[config.mk]
export PLATFORM = sky130hd
export DESIGN_NAME = clkctl_regbank
export DESIGN_NICKNAME = d
export VERILOG_FILES = /design/src/rtl/clkctl_pkg.sv /design/src/rtl/clkctl_bus_fsm.sv /design/src/rtl/clkctl_regfile.sv /design/src/rtl/clkctl_freq_calc.sv /design/src/rtl/clkctl_regbank.sv
export SDC_FILE = /design/constraint.sdc
export NUM_CORES = 2
export LEC_CHECK = 0
export ABC_AREA = 1
export BUFFER_PORTS_ARGS = -buffer_cell sky130_fd_sc_hd__buf_4
export CORE_UTILIZATION = 48
export DETAILED_ROUTE_END_ITERATION = 12
export HOLD_SLACK_MARGIN = 0.05
export PLACE_DENSITY = 0.7
export SLEW_MARGIN = 40
export SYNTH_ARGS = -nofsm -noshare
export SYNTH_HDL_FRONTEND = slang
export SYNTH_SLANG_ARGS = --single-unit
[constraint.sdc]
create_clock -name clk -period 16 [get_ports clk]
set_input_delay 1.6 -clock clk [delete_from_list [all_inputs] [get_ports clk]]
set_output_delay 1.6 -clock clk [all_outputs]
set_load 0.02 [all_outputs]
[src/rtl/clkctl_pkg.sv]
package clkctl_pkg;

    localparam int unsigned CFG_IDX      = 2;
    localparam int unsigned CPU_DIV_HI   = 31;
    localparam int unsigned CPU_DIV_LO   = 30;
    localparam int unsigned AHB_DIV_HI   = 29;
    localparam int unsigned AHB_DIV_LO   = 28;
    localparam int unsigned AUX_OFF_BIT  = 23;
    localparam int unsigned MAIN_BYP_BIT = 22;
    localparam int unsigned CPU_SRC_BIT  = 14;

    typedef enum logic [2:0] {
        SEL_NONE = 3'd0,
        SEL_MAIN = 3'd1,
        SEL_AUX  = 3'd2,
        SEL_CPU  = 3'd3,
        SEL_AHB  = 3'd4,
        SEL_IPG  = 3'd5,
        SEL_SLOW = 3'd6,
        SEL_BAD  = 3'd7
    } clk_sel_e;

    typedef enum logic [1:0] {
        RSP_IDLE   = 2'd0,
        RSP_DATA   = 2'd1,
        RSP_REJECT = 2'd2
    } rsp_state_e;

    function automatic logic [31:0] word_reset_value(input int unsigned idx);
        logic [31:0] v;
        unique case (idx)
            0:             v = 32'h800B2C01;
            1:             v = 32'h84042800;
            2:             v = 32'hD0030000;
            3:             v = 32'h028A0100;
            4:             v = 32'h04008100;
            5:             v = 32'h00000438;
            6, 7, 8, 9:    v = 32'h01010101;
            22:            v = 32'h00A00000;
            23, 24:        v = 32'h0000A030;
            25:            v = 32'h43000000;
            default:       v = 32'h0;
        endcase
        return v;
    endfunction

endpackage

[src/rtl/clkctl_bus_fsm.sv]
module clkctl_bus_fsm
    import clkctl_pkg::*;
#(
    parameter int unsigned NUM_REGS = 28,
    parameter int unsigned ADDR_W   = 12
) (
    input  logic              clk,
    input  logic              rst_n,
    input  logic              bus_sel,
    input  logic              bus_we,
    input  logic [ADDR_W-1:0] bus_addr,
    output logic              acc_ok,
    output logic              wr_en,
    output logic              rsp_err
);
    localparam logic [ADDR_W-1:0] LIMIT = ADDR_W'(NUM_REGS * 4);

    rsp_state_e state_q, state_d;
    logic       addr_good;

    assign addr_good = (bus_addr < LIMIT) && (bus_addr[1:0] == 2'b00);
    assign acc_ok    = bus_sel && addr_good;
    assign wr_en     = acc_ok && bus_we;

    always_comb begin
        state_d = RSP_IDLE;
        unique case (state_q)
            RSP_IDLE, RSP_DATA, RSP_REJECT: begin
                if (!bus_sel)        state_d = RSP_IDLE;
                else if (addr_good)  state_d = RSP_DATA;
                else                 state_d = RSP_REJECT;
            end
            default:                 state_d = RSP_IDLE;
        endcase
    end

    always_ff @(posedge clk) begin
        if (!rst_n) state_q <= RSP_IDLE;
        else        state_q <= state_d;
    end

    always_comb begin
        rsp_err = 1'b0;
        unique case (state_q)
            RSP_REJECT: rsp_err = 1'b1;
            default:    rsp_err = 1'b0;
        endcase
    end
endmodule

[src/rtl/clkctl_regfile.sv]
module clkctl_regfile
    import clkctl_pkg::*;
#(
    parameter int unsigned NUM_REGS = 28,
    parameter int unsigned ADDR_W   = 12,
    parameter int unsigned DATA_W   = 32
) (
    input  logic              clk,
    input  logic              rst_n,
    input  logic              acc_ok,
    input  logic              wr_en,
    input  logic              bus_we,
    input  logic [ADDR_W-1:0] bus_addr,
    input  logic [DATA_W-1:0] bus_wdata,
    output logic [DATA_W-1:0] bus_rdata,
    output logic [DATA_W-1:0] cfg_word
);
    localparam int unsigned IDX_W = $clog2(NUM_REGS);

    logic [DATA_W-1:0] words [NUM_REGS];
    logic [IDX_W-1:0]  idx;
    logic [DATA_W-1:0] rd_mux;

    assign idx = bus_addr[IDX_W+1:2];

    for (genvar g = 0; g < NUM_REGS; g++) begin : g_word
        always_ff @(posedge clk) begin
            if (!rst_n)
                words[g] <= DATA_W'(word_reset_value(g));
            else if (wr_en && (idx == IDX_W'(g)))
                words[g] <= bus_wdata;
        end
    end

    always_comb begin
        rd_mux = '0;
        for (int i = 0; i < NUM_REGS; i++) begin
            if (idx == IDX_W'(i)) rd_mux = words[i];
        end
    end

    always_ff @(posedge clk) begin
        if (!rst_n)                 bus_rdata <= '0;
        else if (acc_ok && !bus_we) bus_rdata <= rd_mux;
        else                        bus_rdata <= '0;
    end

    assign cfg_word = words[CFG_IDX];
endmodule

[src/rtl/clkctl_freq_calc.sv]
module clkctl_freq_calc
    import clkctl_pkg::*;
#(
    parameter int unsigned REF_HZ  = 24000000,
    parameter int unsigned SLOW_HZ = 32768
) (
    input  logic [31:0] cfg_word,
    input  logic [31:0] main_pll_hz,
    input  logic [31:0] aux_pll_hz,
    input  logic [2:0]  clk_sel,
    output logic [31:0] freq_hz,
    output logic        sel_err
);
    localparam int unsigned WIDE_W = 34;

    logic [31:0]       main_f, aux_f, src_f, cpu_f, ahb_f, ipg_f;
    logic [WIDE_W-1:0] scaled;
    clk_sel_e          sel;

    function automatic logic [31:0] div_small(input logic [31:0] x, input logic [1:0] d);
        logic [31:0] r;
        unique case (d)
            2'd0: r = x;
            2'd1: r = x >> 1;
            2'd2: r = x / 32'd3;
            2'd3: r = x >> 2;
            default: r = x;
        endcase
        return r;
    endfunction

    assign main_f = cfg_word[MAIN_BYP_BIT] ? 32'(REF_HZ) : main_pll_hz;
    assign aux_f  = cfg_word[AUX_OFF_BIT] ? 32'd0 : aux_pll_hz;
    assign scaled = {2'b00, main_f} * WIDE_W'(3);
    assign src_f  = cfg_word[CPU_SRC_BIT] ? scaled[WIDE_W-1:2] : main_f;
    assign cpu_f  = div_small(src_f, cfg_word[CPU_DIV_HI:CPU_DIV_LO]);
    assign ahb_f  = div_small(cpu_f, cfg_word[AHB_DIV_HI:AHB_DIV_LO]);
    assign ipg_f  = ahb_f >> 1;
    assign sel    = clk_sel_e'(clk_sel);

    always_comb begin
        freq_hz = '0;
        sel_err = 1'b0;
        unique case (sel)
            SEL_NONE: freq_hz = '0;
            SEL_MAIN: freq_hz = main_f;
            SEL_AUX:  freq_hz = aux_f;
            SEL_CPU:  freq_hz = cpu_f;
            SEL_AHB:  freq_hz = ahb_f;
            SEL_IPG:  freq_hz = ipg_f;
            SEL_SLOW: freq_hz = 32'(SLOW_HZ);
            SEL_BAD:  sel_err = 1'b1;
            default:  sel_err = 1'b1;
        endcase
    end
endmodule

[src/rtl/clkctl_regbank.sv]
module clkctl_regbank
    import clkctl_pkg::*;
#(
    parameter int unsigned NUM_REGS = 28,
    parameter int unsigned ADDR_W   = 12,
    parameter int unsigned REF_HZ   = 24000000,
    parameter int unsigned SLOW_HZ  = 32768
) (
    input  logic              clk,
    input  logic              rst_n,
    input  logic              bus_sel,
    input  logic              bus_we,
    input  logic [ADDR_W-1:0] bus_addr,
    input  logic [31:0]       bus_wdata,
    output logic [31:0]       bus_rdata,
    output logic              bus_err,
    input  logic [31:0]       main_pll_hz,
    input  logic [31:0]       aux_pll_hz,
    input  logic [2:0]        clk_sel,
    output logic [31:0]       freq_hz,
    output logic              sel_err
);
    logic        acc_ok, wr_en;
    logic [31:0] cfg_word;

    clkctl_bus_fsm #(.NUM_REGS(NUM_REGS), .ADDR_W(ADDR_W)) u_fsm (
        .clk(clk), .rst_n(rst_n), .bus_sel(bus_sel), .bus_we(bus_we),
        .bus_addr(bus_addr), .acc_ok(acc_ok), .wr_en(wr_en), .rsp_err(bus_err)
    );

    clkctl_regfile #(.NUM_REGS(NUM_REGS), .ADDR_W(ADDR_W), .DATA_W(32)) u_regs (
        .clk(clk), .rst_n(rst_n), .acc_ok(acc_ok), .wr_en(wr_en), .bus_we(bus_we),
        .bus_addr(bus_addr), .bus_wdata(bus_wdata), .bus_rdata(bus_rdata),
        .cfg_word(cfg_word)
    );

    clkctl_freq_calc #(.REF_HZ(REF_HZ), .SLOW_HZ(SLOW_HZ)) u_freq (
        .cfg_word(cfg_word), .main_pll_hz(main_pll_hz), .aux_pll_hz(aux_pll_hz),
        .clk_sel(clk_sel), .freq_hz(freq_hz), .sel_err(sel_err)
    );
endmodule

==> results.md <==
* Status: complete, no violations
* Placed Instance Area at 49,500 sq um
* Commonest non-fill, non-tap cell in the layout: nand2_1
* CTS clk-pin slew, worst paths at 0.06 ns
* Proportion of synthesized area in mux cells at 0%
* Drt pass-1 iters at 6
* Die H at 313 um
* Pwr Total at 6.34 mW
* First-pass GRT wire length at 218,000 um
* H-Tree Depth at 3
* Synth warn at 0
* Tightest Pin Transition at 0.917 ns
* Slowest cell on the critical path: o21ai_1
* Vias in the first global route at 35.3k
* Clk Latency, worst-skew pair at 0.66 ns
* Num Clock Sinks at 930
* Syn_nets at 5,201
* Netlist cell types at 61
* Slowest stage delay, CP at 0.36 ns
* Critical path class: in2out
* Post-synth EDFFs at 896
* Synthesis-stage register bit count at 930
* DP Worst Slack at 1.09 ns
* Io pins at 181
* Asr flop ratio synth at 0%
* Post-Layout Cell Count at 6,469
* Rel. slew slack at 38.3%
* Final setup vio count at 0
* Max-cap violations at 0
* Leak at 19.9 nW
* I/O Buffers at 180
* CP Max Fanout at 5
* Syn avg cell area at 9.18 sq um
* Core area at 95,400 sq um
* Cts hold-fix bufs at 0
* Fraction of layout cells with a size suffix above 1 at 14.4%
* Area growth, synth to finish at 13.4%
* Mapped cell area at 46,400 sq um
* Peak Freq at 68.3 MHz
* Final Cell Area at 52,600 sq um
* Gpl congestion at 0.918
* Most used cell, CP: nand2_1
* Synth Area in Compound Gates at 10.6%
* DRC at 0
* Root Buffer: clkbuf_16
* CTS buffer count at 92
* Die ar. at 98,000 sq um
* Post-synthesis cell count at 5,061
* Seq/Total Area, Yosys at 59.4%
* # nets final at 5,271
* GRT Util Overall at 29.1%
* CP Launch Type: input port
* Adder-cell share of the synthesized area at 0.674%
* Cell total after placement at 6,300
* Largest net degree at the start of global routing at 38
* CP arrival at 13.03 ns
* Initial Utilization at 48.7%
* PwrDens at 120 nW/um^2
* Diode count at 0
* Fill cell count at 8,311
* Main combinational cell family by area after synthesis: simple AND/OR/NAND/NOR gates
* Drt wl/cell at 22.5 um
* Initial antenna violation count at 4
* WP data required at 14.40 ns
* Via count at 38.1k
* Detailed placement HPWL at 95,400 um
* Die width at 313 um
* Simple-Gate Fraction of Synth Area at 23.7%
* Final Slew Violations at 0
* Final period util at 91.5%
* Most frequent cells in the layout: 1,163 x nand2_1, 1,113 x nor2_1, 896 x edfxtp_1, 259 x buf_4, 237 x inv_1
* TritonCTS clock tree: yes
* Drt total wl at 146,000 um
* Gr ovfl total at 0
* Worst Clk Skew at 0.0229 ns
* Fin. Hold Viols at 0
* Worst Hold Class: reg2reg
* Peak supply drop at 0.000103 V
* Ys flop type: edfxtp_1
* First DRT Iteration DRCs at 4,928
* Vias per inst at 5.89
* Bufs on Longest Clock Path at 3
* Post-layout min period at 14.63 ns
* Final ANT Viol Nets at 0
* Std-Cell Rows at 113
* Setup WS post-layout at 1.37 ns
* Xor/xnor cell area share of the yosys netlist at 0.358%
* CP endpoint kind: output port
## cells by family after synthesis
| logic type | count (synthesis) |
|---|---|
| AO/OA/AOI/OAI | 771 |
| buffers and inverters | 625 |
| flip-flops | 930 |
| AND/OR/NAND/NOR | 2691 |
| adder cells (fa/ha/maj) | 25 |
| XOR/XNOR | 19 |
## path summary, 6_finish.rpt
path,end,depth (start not counted),from,slack (ns)
worst max-delay path,freq_hz[0],99,main_pll_hz[13],1.37
worst min-delay path,u_regs.bus_rdata[7]$_SDFF_PN0_,2,u_regs.words[1][359]$_SDFFCE_PN0P_,0.49
worst max register to register,u_regs.bus_rdata[31]$_SDFF_PN0_,14,u_regs.words[0][95]$_SDFFCE_PN1P_,11.39
worst min register to register,u_regs.bus_rdata[7]$_SDFF_PN0_,2,u_regs.words[1][359]$_SDFFCE_PN0P_,0.49
## synth_stat cells, drive strengths merged, types with 2 or more instances
cell | instances | area share, %
xor2 | 11 | 0.21
nor2 | 1168 | 9.6
a21oi | 163 | 1.8
a22o | 4 | 0.075
nand2 | 1215 | 10
o21a | 2 | 0.032
nand3 | 148 | 1.9
o22ai | 15 | 0.20
a41oi | 17 | 0.32
buf | 38 | 0.43
o21ai | 325 | 3.6
xnor2 | 8 | 0.15
a31oi | 7 | 0.094
a221o | 11 | 0.24
a21o | 6 | 0.097
a22oi | 56 | 1.0
o2111ai | 66 | 1.2
nand4 | 125 | 1.7
a211oi | 9 | 0.15
dfxtp | 34 | 1.5
o21bai | 15 | 0.30
nor3 | 26 | 0.30
clkinv | 15 | 0.12
or2 | 2 | 0.027
a221oi | 11 | 0.21
o211ai | 18 | 0.29
and2 | 2 | 0.027
o221ai | 8 | 0.15
ha | 25 | 0.67
a2bb2oi | 2 | 0.038
inv | 309 | 2.5
nor4 | 2 | 0.027
edfxtp | 896 | 58
clkbuf | 262 | 2.1
a31o | 19 | 0.36
o2111a | 14 | 0.34
## layout make-up
| type | instances | area, sq um | share of cell area [%] |
|---|---|---|---|
| inverters | 324 | 1230 | 2.33 |
| repair buffers | 277 | 2220 | 4.21 |
| clock buffers | 124 | 2560 | 4.86 |
| flip-flops and latches | 930 | 27600 | 52.4 |
| multi-input cells | 3506 | 17100 | 32.5 |
| well taps | 1265 | 1580 | 3.01 |
| clock inverters | 43 | 357 | 0.677 |
## sequential cells by signal, summed over array words and instances, names as in the netlist
register and cells:
u_regs.words 896, u_fsm.state_q 2, u_regs.bus_rdata 32
## timing repair
| action | in CTS | in global routing |
|---|---|---|
| gates resized for setup | 0 | 46 |
| endpoints found under the setup margin | 0 | 2 |
| buffers inserted | 0 | 0 |
## per-stage QoR
step	utilization, %	setup TNS, ns	hold WS (ns)
3_5_place_dp	51.8	0	0.475
6_report	55.2	0	0.490
3_3_place_gp	51.5	0	0.475
2_1_floorplan	-	0	0.461
4_1_cts	54.9	0	0.489
5_1_grt	55.2	-0.0251	0.499
## per-layer routing
| metal | wire (um) | global-route usage, % |
|---|---|---|
| met1 | 61300 | 42.6 |
| met2 | 65600 | 44.6 |
| met3 | 15000 | 5.66 |
| met4 | 3660 | 7.37 |
| met5 | 51 | 0 |
## critical path, delay by kind of cell
| family | cells | cell delay [ns] |
|---|---|---|
| compound gates | 17 | 2.36 |
| fa+ha+maj | 4 | 0.98 |
| buf+inv | 15 | 1.26 |
| simple gates | 63 | 6.79 |
## power by group
group	total (mW)	leakage (nW)	internal [mW]	switching, mW
logic	1.41	9.70	0.432	0.974
registers	2.81	8.81	2.78	0.0325
clock network	2.12	1.43	1.19	0.934
total	6.34	19.9	4.40	1.94
Power figures use the tool's default switching activity.
